File: src/rtl/bitperm_pkg.sv
package bitperm_pkg;

    typedef enum logic {
        ST_IDLE,
        ST_WALK
    } perm_state_t;

    typedef enum logic {
        PERM_DEPOSIT,
        PERM_EXTRACT
    } perm_op_t;

    localparam logic [7:0] PFX_DEPOSIT = 8'hF2;
    localparam logic [7:0] PFX_EXTRACT = 8'hF3;

endpackage

File: src/rtl/bitperm_qualify.sv
module bitperm_qualify
    import bitperm_pkg::*;
#(
    parameter int LEN_W = 1
) (
    input  logic [7:0]       prefix,
    input  logic             feat_en,
    input  logic             vex_present,
    input  logic [LEN_W-1:0] vec_len,
    output logic             legal,
    output perm_op_t         op
);

    logic pfx_ok;

    always_comb begin
        pfx_ok = (prefix == PFX_DEPOSIT) || (prefix == PFX_EXTRACT);
        op     = (prefix == PFX_EXTRACT) ? PERM_EXTRACT : PERM_DEPOSIT;
        legal  = feat_en && vex_present && (vec_len == '0) && pfx_ok;
    end

endmodule

File: src/rtl/bitperm_lowbit.sv
module bitperm_lowbit #(
    parameter int WIDTH = 64
) (
    input  logic [WIDTH-1:0] vec,
    output logic [WIDTH-1:0] pick,
    output logic             any
);

    always_comb begin
        pick = vec & (~vec + WIDTH'(1));
        any  = (vec != '0);
    end

endmodule

File: src/rtl/bitperm_unit.sv
module bitperm_unit
    import bitperm_pkg::*;
#(
    parameter int WIDTH = 64,
    parameter int LEN_W = 1
) (
    input  logic             clk,
    input  logic             rst,
    input  logic             start,
    input  logic [WIDTH-1:0] src_in,
    input  logic [WIDTH-1:0] mask_in,
    input  logic [7:0]       prefix_in,
    input  logic             wide_in,
    input  logic             feat_en,
    input  logic             vex_present,
    input  logic [LEN_W-1:0] vec_len,
    output logic [WIDTH-1:0] result,
    output logic             done,
    output logic             invalid
);

    localparam int HALF = WIDTH / 2;
    localparam int CW   = $clog2(WIDTH + 1);

    perm_state_t      state, state_nx;
    perm_op_t         op_dec, op_q;
    logic             legal;
    logic             wide_q;
    logic [WIDTH-1:0] src_q, mask_q, acc, acc_nx;
    logic [WIDTH-1:0] pick, src_sh, mask_eff;
    logic             any;
    logic [CW-1:0]    idx;
    logic             dep_bit, ext_bit;

    bitperm_qualify #(.LEN_W(LEN_W)) u_qual (
        .prefix      (prefix_in),
        .feat_en     (feat_en),
        .vex_present (vex_present),
        .vec_len     (vec_len),
        .legal       (legal),
        .op          (op_dec)
    );

    bitperm_lowbit #(.WIDTH(WIDTH)) u_low (
        .vec  (mask_q),
        .pick (pick),
        .any  (any)
    );

    always_comb begin
        mask_eff = wide_in ? mask_in : {{HALF{1'b0}}, mask_in[HALF-1:0]};
        src_sh   = src_q >> idx;
        dep_bit  = src_sh[0];
        ext_bit  = |(src_q & pick);
        if (op_q == PERM_DEPOSIT)
            acc_nx = acc | (dep_bit ? pick : '0);
        else
            acc_nx = acc | (WIDTH'(ext_bit) << idx);
    end

    always_comb begin
        state_nx = state;
        unique case (state)
            ST_IDLE: if (start && legal) state_nx = ST_WALK;
            ST_WALK: if (!any)           state_nx = ST_IDLE;
            default:                     state_nx = ST_IDLE;
        endcase
    end

    always_ff @(posedge clk) begin
        if (rst) state <= ST_IDLE;
        else     state <= state_nx;
    end

    always_ff @(posedge clk) begin
        if (rst) begin
            done    <= 1'b0;
            invalid <= 1'b0;
            result  <= '0;
            src_q   <= '0;
            mask_q  <= '0;
            acc     <= '0;
            idx     <= '0;
            op_q    <= PERM_DEPOSIT;
            wide_q  <= 1'b0;
        end else begin
            done    <= 1'b0;
            invalid <= 1'b0;
            unique case (state)
                ST_IDLE: begin
                    if (start) begin
                        if (legal) begin
                            src_q  <= src_in;
                            mask_q <= mask_eff;
                            op_q   <= op_dec;
                            wide_q <= wide_in;
                            acc    <= '0;
                            idx    <= '0;
                        end else begin
                            invalid <= 1'b1;
                        end
                    end
                end
                ST_WALK: begin
                    if (any) begin
                        acc    <= acc_nx;
                        mask_q <= mask_q & (mask_q - WIDTH'(1));
                        idx    <= idx + CW'(1);
                    end else begin
                        result <= acc;
                        done   <= 1'b1;
                    end
                end
                default: ;
            endcase
        end
    end

    p_done_excl_r6: assert property (@(posedge clk) disable iff (rst)
        !(done && invalid));

    p_invalid_pulse_r6: assert property (@(posedge clk) disable iff (rst)
        invalid |=> !invalid);

    p_hold_on_fault_r6: assert property (@(posedge clk) disable iff (rst)
        invalid |-> $stable(result));

    p_done_pulse_r5: assert property (@(posedge clk) disable iff (rst)
        done |=> !done);

    p_walk_shrink_r5: assert property (@(posedge clk) disable iff (rst)
        (state == ST_WALK && any) |=>
            ($countones(mask_q) == $countones($past(mask_q)) - 1));

    p_upper_zero_r4: assert property (@(posedge clk) disable iff (rst)
        (done && !wide_q) |-> (result[WIDTH-1:HALF] == '0));

    p_no_capture_busy_r7: assert property (@(posedge clk) disable iff (rst)
        (state == ST_WALK) |=> ($stable(src_q) && $stable(op_q)));

    p_reset_clear_r8: assert property (@(posedge clk)
        rst |=> (!done && !invalid && state == ST_IDLE));

endmodule

File: config.mk
export PLATFORM = sky130hd
export DESIGN_NAME = bitperm_unit
export DESIGN_NICKNAME = d
export VERILOG_FILES = /design/src/rtl/bitperm_pkg.sv /design/src/rtl/bitperm_qualify.sv /design/src/rtl/bitperm_lowbit.sv /design/src/rtl/bitperm_unit.sv
export SDC_FILE = /design/constraint.sdc
export NUM_CORES = 1
export LEC_CHECK = 0
export CORE_MARGIN = 3
export CORE_UTILIZATION = 58
export DETAILED_ROUTE_END_ITERATION = 12
export DONT_BUFFER_PORTS = 1
export PLACE_DENSITY = 0.75
export SLEW_MARGIN = 20
export SYNTH_ARGS = -nofsm -noshare
export SYNTH_HDL_FRONTEND = slang
export SYNTH_HIERARCHICAL = 1
export SYNTH_SLANG_ARGS = --single-unit
File: constraint.sdc
create_clock -name clk -period 3.7 [get_ports clk]
set_input_delay 0 -clock clk [delete_from_list [all_inputs] [get_ports clk]]
set_output_delay 0 -clock clk [all_outputs]
set_load 0.02 [all_outputs]
==> results.sh, run 1 <==
export IMPL_totalWireLength_mm=50.7
export IMPL_slew_viol_final=0
export IMPL_cp_max_fo=10
export IMPL_grt_start_max_net_pins=193
export IMPL_p_per_area_nw_per_um2=367
export IMPL_synth_ff_type="dfxtp_1"
export IMPL_root_buffer="clkbuf_16"
export IMPL_fillCellCount=1438
export IMPL_antenna_found_initial=1
export IMPL_rsz0062_at_grt="false"
export IMPL_path_class="register to register"
export IMPL_p_switching_mw=1.31
export IMPL_htreeDepth=1
export IMPL_violations="negative hold slack"
export IMPL_numClockSinks=267
export IMPL_die_width_microns=153
export IMPL_grt_usage=0.414
export IMPL_fin_crit_sh=0.969
export IMPL_wl_per_cell_microns=25.0
export IMPL_dieArea_sq_um=23500
export IMPL_viasPerCell=6.72
export IMPL_synth_cell_types=69
export IMPL_hold_path_class="input port to register"
export IMPL_initialDrtViolationCount=1697
export IMPL_vias=13600
export IMPL_yosysTopAreaCellShare=0.425
export IMPL_slew_limit_headroom=0.256
export IMPL_routabilityCongestion=1.04
export IMPL_grt_pass1_wl_mm=77.6
export IMPL_layout_common_cells="nand2_1 (390), dfxtp_1 (263), a21oi_1 (165)"
export IMPL_grt_pass1_vias=13200
export IMPL_fin_util=0.755
export IMPL_die_h_microns=153
export IMPL_critPathLaunch="mask_q[37]"
export IMPL_dp_hpwl_mm=34.8
export IMPL_synth_edf_count=0
export IMPL_drt_pass1_iterations=8
export IMPL_max_freq_mhz=279
export IMPL_start_util=0.594
export IMPL_cts_tree="yes"
export IMPL_grt_overflow=0
export IMPL_synth_area_sq_um=12600
export IMPL_hold_violations=32
export IMPL_detail_route_antenna_nets=0
export IMPL_intPower_mw=4.55
export IMPL_clk_pin_slew_ps=60
export IMPL_areaGrowthSynthToFinish_pct=27.2
export IMPL_synth_seq_cells=267
export IMPL_ys_warnings_count=6
export IMPL_nets=1878
export IMPL_worst_setup_path_end_kind="register"
export IMPL_outcome="complete, but fails checks"
export IMPL_core_sq_um=21200
export IMPL_clk_path_buf_depth=3
export IMPL_critPathLaunchType="register"
export IMPL_clockPowerShare=0.474
export IMPL_syn_nets=1699
export IMPL_synth_area_leader_cell="dfxtp_1"
export IMPL_fin_skew_ps=19.2
export IMPL_switching_share=0.223
export IMPL_yosysSeqAreaShare=0.425
export IMPL_setup_tns_final_ps=0
export IMPL_port_buffers=0
export IMPL_async_flop_share=0
export IMPL_avgSynthCellArea_sq_um=8.08
export IMPL_whs_ps=-95.6
export IMPL_syn_inst=1555
export IMPL_hold_start="rst"
export IMPL_fin_crit_ps=3580
export IMPL_rows=53
export IMPL_reg2reg_from="mask_q[37]"
export IMPL_maxCapViolCount=0
export IMPL_finalInstanceArea_sq_um=16000
export IMPL_ir_drop_v=0.000391
export IMPL_layout_commonest_cell="nand2_1"
export IMPL_clk_latency_ps=550
export IMPL_combPwrFrac=0.035
export IMPL_ios=209
export IMPL_p_seq_frac=0.491
export IMPL_numCtsBuffers=27
export IMPL_p_leak_nw=5.76
export IMPL_synthTopCellsByArea="dfxtp_1 (43%), nand2_1 (12%), a21oi_1 (6.6%)"
export IMPL_required_ps=4130
export IMPL_critPathArrivalTime_ps=4020
export IMPL_drive_above_1_share=0.146
export IMPL_drc=0
export IMPL_dpl_cell_area_sq_um=13400
export IMPL_r2r_slack_ps=120
export IMPL_tightest_slew_ps=1120
export IMPL_final_setup_viol_count=0
power by group through the flow:
stage	Sequential (mW)	Clock, mW	Combinational (mW)
2_1_floorplan	2.94	0	0.0564
3_3_place_gp	2.94	0	0.0406
3_5_place_dp	2.94	0	0.0413
4_1_cts	2.88	2.77	0.192
5_1_grt	2.87	2.88	0.216
6_report	2.88	2.78	0.204
cell families after synthesis:
group                    Yosys count  share of synthesized area
AO/OA/AOI/OAI                    361                      0.187
XOR/XNOR                           4                    0.00279
adder cells (fa/ha/maj)            1                   0.000996
buffers and inverters            127                     0.0409
flip-flops                       267                      0.425
multiplexers                      38                     0.0465
AND/OR/NAND/NOR                  757                      0.296
cell usage after synthesis, types with 20 or more instances:
library cell	n
o21ai_0	27
a221oi_1	23
clkbuf_1	85
nor2_1	94
nand2_1	392
a21oi_1	165
nor4_1	23
nor3_1	60
and3_1	23
dfxtp_1	267
a31oi_1	28
nand3_1	20
metrics by stage:
step / power (mW) / worst slack, ps / std cells
after floorplan: 3.00 / 183 / 1555
after global placement: 2.98 / -278 / 1839
after detailed placement: 2.98 / -450 / 1839
after CTS: 5.84 / 5.42 / 2025
after global routing: 5.97 / 20.0 / 2030
final: 5.86 / 116 / 2030
worst paths after layout:
check,to,depth (start not counted)
worst min register to register,result[44],2
worst max-delay path,acc[9],16
worst min-delay path,result[49],2
worst max register to register,acc[9],16
worst max-delay path, stage by stage, from the launching register on:
cell,delay (ps)
dfxtp_2,410
nor4_2,90
nor3b_2,170
buf_4,160
nand2_4,110
buf_4,170
nor4_2,60
buf_4,170
a22o_1,200
a221oi_1,240
nand4_1,140
or4_4,560
buf_12,160
and3_2,220
buf_4,140
nor2b_1,150
a221o_1,330
sequential cells by signal (all words and copies together) (netlist names):
signal   flops
acc         64
mask_q      64
result      64
src_q       64
idx          7
done         1
invalid      1
op_q         1
state        1
final cells by class:
cell class              count  area, sq um  area share
clock inverters            18          169      0.0106
clock buffers              31          731      0.0457
inverters                  19         71.3     0.00446
diodes                      1         2.50    0.000157
flip-flops and latches    267         5350       0.335
well taps                 275          344      0.0215
repair buffers            258         2360       0.148
multi-input cells        1161         6950       0.435
metal layers:
| metal | part of all wire | global-route usage | up-vias |
|---|---|---|---|
| met3 | 0.12 | 0.0923 | 217 |
| met2 | 0.46 | 0.671 | 1064 |
| met1 | 0.37 | 0.535 | 6398 |
| met4 | 0.054 | 0.176 | 0 |
| met5 | 0 | 0 | - |
| li1 | - | - | 5969 |
what timing repair did:
action / 4_1_cts / 5_1_grt
endpoints found under the setup margin: 64 / 74
resized for setup: 18 / 27
pin swaps: 1 / 6
setup buffers: 2 / 4
endpoints found under the hold margin: 208 / 0
hold buffers: 135 / 0
Power figures use the tool's default switching activity.
==> inputs of run 2 (changes only) <==
--- a/config.mk
+++ b/config.mk
@@ -5,11 +5,12 @@
 export SDC_FILE = /design/constraint.sdc
 export NUM_CORES = 1
 export LEC_CHECK = 0
+export CAP_MARGIN = 20
 export CORE_MARGIN = 3
-export CORE_UTILIZATION = 58
+export CORE_UTILIZATION = 45
 export DETAILED_ROUTE_END_ITERATION = 12
 export DONT_BUFFER_PORTS = 1
-export PLACE_DENSITY = 0.75
+export PLACE_DENSITY = 0.61
 export SLEW_MARGIN = 20
 export SYNTH_ARGS = -nofsm -noshare
 export SYNTH_HDL_FRONTEND = slang
==> run 2 against run 1 <==
Net effect:
- the flow now finishes without violations
- sequential power is essentially flat
- critical path depth shrank 2
- cell count grew 4.9%
- setup slack lost 33 ps
- flip-flop and latch count is the same
- maximum frequency shrank 0.92%
- power grew 4.6%
- clock skew shrank 6.1 ps
- critical path type unchanged
- largest power group is now the clock network
==> results.sh, run 2 (synthesis results as in run 1) <==
export IMPL_combPwrFrac=0.033
export IMPL_viasPerCell=6.08
export IMPL_layout_commonest_cell="nand2_1"
export IMPL_root_buffer="clkbuf_16"
export IMPL_switching_share=0.211
export IMPL_drc=0
export IMPL_ir_drop_v=0.000338
export IMPL_port_buffers=0
export IMPL_vias=12900
export IMPL_detail_route_antenna_nets=0
export IMPL_p_per_area_nw_per_um2=381
export IMPL_setup_slack_ps=82.9
export IMPL_critPathLaunchType="register"
export IMPL_grt_overflow=0
export IMPL_grt_usage=0.318
export IMPL_n_antenna_cell=0
export IMPL_routabilityCongestion=1.03
export IMPL_place_ws_ps=-419
export IMPL_cts_tree="yes"
export IMPL_numCtsBuffers=28
export IMPL_fin_crit_ps=3620
export IMPL_grt_pass1_vias=12200
export IMPL_p_switching_mw=1.29
export IMPL_outcome="complete, no violations"
export IMPL_ios=209
export IMPL_max_freq_mhz=276
export IMPL_areaGrowthSynthToFinish_pct=28.0
export IMPL_clk_path_buf_depth=3
export IMPL_rows=60
export IMPL_totalWireLength_mm=49.4
export IMPL_intPower_mw=4.84
export IMPL_worst_setup_path_end_kind="register"
export IMPL_die_h_microns=173
export IMPL_layout_common_cells="nand2_1 (392), dfxtp_1 (263), a21oi_1 (165)"
export IMPL_finalInstanceArea_sq_um=16100
export IMPL_required_ps=4190
export IMPL_path_class="register to register"
export IMPL_fin_cells=2129
export IMPL_grt_start_max_net_pins=193
export IMPL_wl_per_cell_microns=23.2
export IMPL_htreeDepth=1
export IMPL_drive_above_1_share=0.138
export IMPL_fin_util=0.592
export IMPL_tightest_slew_ps=1050
export IMPL_core_sq_um=27200
export IMPL_whs_ps=23.1
export IMPL_dpl_cell_area_sq_um=13500
export IMPL_slew_viol_final=0
export IMPL_cp_max_fo=6
export IMPL_dp_hpwl_mm=36.6
export IMPL_fin_crit_sh=0.978
export IMPL_clk_pin_slew_ps=60
export IMPL_p_leak_nw=5.76
export IMPL_drt_pass1_iterations=5
export IMPL_p_seq_frac=0.469
export IMPL_fin_skew_ps=13.1
export IMPL_antenna_found_initial=2
export IMPL_clk_latency_ps=560
export IMPL_numClockSinks=267
export IMPL_start_util=0.462
export IMPL_final_setup_viol_count=0
export IMPL_critPathArrivalTime_ps=4110
export IMPL_slew_limit_headroom=0.298
export IMPL_dieArea_sq_um=30000
export IMPL_hold_path_class="input port to register"
export IMPL_nets=1880
export IMPL_grt_pass1_wl_mm=75.3
export IMPL_clockPowerShare=0.498
export IMPL_rsz0062_at_grt="true"
export IMPL_maxCapViolCount=0
export IMPL_dp_cells=1939
export IMPL_die_width_microns=173
export IMPL_initialDrtViolationCount=1258
export IMPL_hold_violations=0
## run 2: cell count changes in the layout (fill, tap and decap cells not counted), sizes merged
cell         previous run  this run
bufinv                  2         6
clkbuf                 31        35
inv                    22        19
clkinv                  9         7
clkinvlp                4         3
diode                   1         0
dlygate4sd3           134       135
## run 2: per-layer routing
layer | vias to the layer above | part of all wire | GRT usage
met1 | 6195 | 0.42 | 0.427
li1 | 5987 | - | -
met2 | 650 | 0.46 | 0.522
met4 | 4 | 0.038 | 0.0983
met3 | 112 | 0.087 | 0.0597
met5 | - | 0.00051 | 0
## run 2: layout make-up
cell class	instances	area, sq um
clock buffer	35	747
clock inverter	16	253
fill	2441	11100
inverter	19	71.3
multi-input combinational	1161	6860
sequential	267	5350
tap	372	465
timing repair buffer	259	2340
## run 2: power by group through the flow
stage / registers, mW / logic [mW] / clock network (mW)
2_1_floorplan: 2.94 / 0.0564 / 0
3_3_place_gp: 2.94 / 0.0424 / 0
3_5_place_dp: 2.94 / 0.0426 / 0
4_1_cts: 2.88 / 0.195 / 3.09
5_1_grt: 2.87 / 0.215 / 3.20
6_report: 2.88 / 0.202 / 3.05
## run 2: per-stage QoR
stage | TNS [ps] | power (mW)
detailed placement | -18290 | 2.98
global placement | -15240 | 2.98
finish | 0 | 6.13
CTS | 0 | 6.16
global route | -142 | 6.29
floorplan | 0 | 3.00
## run 2: worst paths after layout
kind              from         end  slack [ps]  cells after the start
min reg2reg     acc[5]   result[5]         460                      2
max reg2reg  mask_q[6]     acc[42]          80                     14
max          mask_q[6]     acc[42]          80                     14
min            vec_len  mask_q[47]          20                      4
## run 2: critical path, stage by stage, from the launching register on
cell and delay, ps:
dfxtp_1 330, nor4_4 410, nand2b_1 190, or4_4 580, buf_4 190, nor4_4 470
a22oi_1 150, nand4_1 140, or3_1 110, or4_4 150, buf_4 110, nand3_1 160
buf_4 220, nor4_1 190, a221o_1 150
## run 2: what timing repair did
| item | 4_1_cts | 5_1_grt |
|---|---|---|
| hold endpoints to repair | 210 | 0 |
| buffers inserted | 2 | 1 |
| setup endpoints to repair | 64 | 91 |
| gates resized for setup | 11 | 16 |
| hold buffers | 136 | 0 |
| pin swaps | 3 | 3 |
==> inputs of run 3 (changes only) <==
--- a/config.mk
+++ b/config.mk
@@ -7,10 +7,10 @@
 export LEC_CHECK = 0
 export CAP_MARGIN = 20
 export CORE_MARGIN = 3
-export CORE_UTILIZATION = 45
+export CORE_UTILIZATION = 46
 export DETAILED_ROUTE_END_ITERATION = 12
 export DONT_BUFFER_PORTS = 1
-export PLACE_DENSITY = 0.61
+export PLACE_DENSITY = 0.62
 export SLEW_MARGIN = 20
 export SYNTH_ARGS = -nofsm -noshare
 export SYNTH_HDL_FRONTEND = slang
==> run 3 against run 2 <==
Net effect:
- count of clock-buffer cells in the layout stayed put
- sequential share of layout area is 0.21 points lower
- hold slack better by 23 ps
- critical path depth is 2 lower
- via count is 1.4% higher
- register-to-register slack worse by 60 ps
==> results.sh, run 3 (synthesis results as in run 1) <==
export IMPL_outcome="complete, no violations"
export IMPL_cp_max_fo=6
export IMPL_cp_depth=12
export IMPL_cts_tree="yes"
export IMPL_areaGrowthSynthToFinish_pct=28.7
export IMPL_path_class="register to register"
export IMPL_routabilityCongestion=0.988
export IMPL_crit_slowest_cell="or4_4"
export IMPL_clk_path_buf_depth=3
export IMPL_p_leak_nw=5.83
export IMPL_slowest_delay_ps=600
export IMPL_initialDrtViolationCount=1190
export IMPL_tightest_slew_ps=974
export IMPL_path_common_cell="or3_1"
export IMPL_start_util=0.475
export IMPL_core_sq_um=26400
export IMPL_die_h_microns=171
export IMPL_die_width_microns=171
export IMPL_fillCellCount=2350
export IMPL_grt_overflow=0
export IMPL_numCtsBuffers=29
export IMPL_p_seq_frac=0.467
export IMPL_dp_hpwl_mm=35.9
export IMPL_crit_buf_inv=1
export IMPL_ios=209
export IMPL_maxCapViolCount=0
export IMPL_rsz0062_at_grt="true"
export IMPL_regArea_sq_um=5350
export IMPL_numClockSinks=267
export IMPL_dpl_cell_area_sq_um=13500
export IMPL_fin_crit_sh=0.993
export IMPL_max_freq_mhz=272
export IMPL_hold_path_class="input port to register"
export IMPL_ir_drop_v=0.000338
export IMPL_p_per_area_nw_per_um2=381
export IMPL_slew_viol_final=0
export IMPL_layout_common_cells="nand2_1 (391), dfxtp_1 (266), a21oi_1 (165)"
export IMPL_final_setup_viol_count=0
export IMPL_p_switching_mw=1.33
export IMPL_path_cells="or3_1 > or3_1 > nor3_1 > and3_1 > a22oi_1 > nand4_1 > or3_1 > or4_4 > and3_1 > buf_4 > nor2b_1 > a221o_1"
export IMPL_critPathLaunchType="register"
export IMPL_totalWireLength_mm=49.2
export IMPL_grt_usage=0.328
export IMPL_grt_pass1_vias=12400
export IMPL_multi_input_area_sq_um=6920
export IMPL_cp_top_family="simple AND/OR/NAND/NOR gates"
export IMPL_htreeDepth=1
export IMPL_drc=0
export IMPL_viasPerCell=6.24
export IMPL_detail_route_antenna_nets=0
export IMPL_switching_share=0.217
export IMPL_required_ps=4150
export IMPL_antenna_found_initial=1
export IMPL_clk_pin_slew_ps=60
export IMPL_grt_start_max_net_pins=192
export IMPL_drive_above_1_share=0.143
export IMPL_nets=1889
export IMPL_worst_setup_path_end_kind="register"
export IMPL_dieArea_sq_um=29300
export IMPL_vias=13100
export IMPL_rows=59
export IMPL_grt_pass1_wl_mm=74.9
export IMPL_root_buffer="clkbuf_16"
export IMPL_finalInstanceArea_sq_um=16200
export IMPL_wl_per_cell_microns=23.4
export IMPL_layout_commonest_cell="nand2_1"
export IMPL_clk_latency_ps=570
export IMPL_drt_pass1_iterations=5
export IMPL_hold_depth=5
export IMPL_fin_crit_ps=3680
export IMPL_hold_violations=0
export IMPL_critPathArrivalTime_ps=4130
export IMPL_intPower_mw=4.83
export IMPL_combPwrFrac=0.033
export IMPL_p_total_mw=6.16
export IMPL_port_buffers=0
export IMPL_slew_limit_headroom=0.351
export IMPL_rr_worst_depth=12
export IMPL_clockPowerShare=0.500
export IMPL_fin_skew_ps=13.5
[run 3: layout make-up]
type	instances	share of cell area
clock inverter	19	0.0157
tap	335	0.0259
timing repair buffer	267	0.148
antenna	1	0.000155
multi-input combinational	1161	0.428
clock buffer	35	0.0475
inverter	19	0.00441
sequential	267	0.331
[run 3: power groups by stage]
stage	clock [mW]	combinational, mW	sequential [mW]
finish	3.08	0.203	2.88
floorplan	0	0.0564	2.94
detailed placement	0	0.0430	2.94
global placement	0	0.0422	2.94
global route	3.24	0.215	2.88
CTS	3.13	0.196	2.88
[run 3: worst paths after layout]
kind         slack (ps)    endpoint       from
max                  20      acc[8]  mask_q[0]
min                  50      idx[1]    vec_len
max reg2reg          20      acc[8]  mask_q[0]
min reg2reg         460  result[14]    acc[14]
[run 3: through the flow]
step                setup WS, ps  setup TNS, ps  instances   util  hold WS, ps
finish                      24.5              0       2104  0.612         46.3
CTS                         2.69              0       2100  0.608         11.7
floorplan                    183              0       1555      -         98.9
global placement            -595         -27750       1907  0.512         84.6
global route               -2.87          -4.48       2103  0.612         72.0
detailed placement          -522         -24470       1907  0.512         84.4
[run 3: worst reg2reg max path, delay by kind of cell (launching register included)]
family	cells	cell delay, ps
buffers and inverters	1	160
AO/OA/AOI/OAI	2	620
flip-flops	1	400
AND/OR/NAND/NOR	9	2380
[run 3: repair_timing]
| item | in CTS | in global routing |
|---|---|---|
| hold buffers | 138 | 0 |
| buffers inserted | 1 | 3 |
| endpoints found under the setup margin | 64 | 69 |
| gates resized for setup | 18 | 17 |
| pin swaps | 1 | 4 |
| endpoints found under the hold margin | 207 | 0 |
[run 3: layer usage]
| metal | vias up | share of wire | track usage |
|---|---|---|---|
| met5 | - | 0 | 0 |
| met2 | 744 | 0.45 | 0.530 |
| met3 | 143 | 0.096 | 0.0676 |
| met4 | 0 | 0.046 | 0.120 |
| li1 | 6015 | - | - |
| met1 | 6227 | 0.41 | 0.437 |
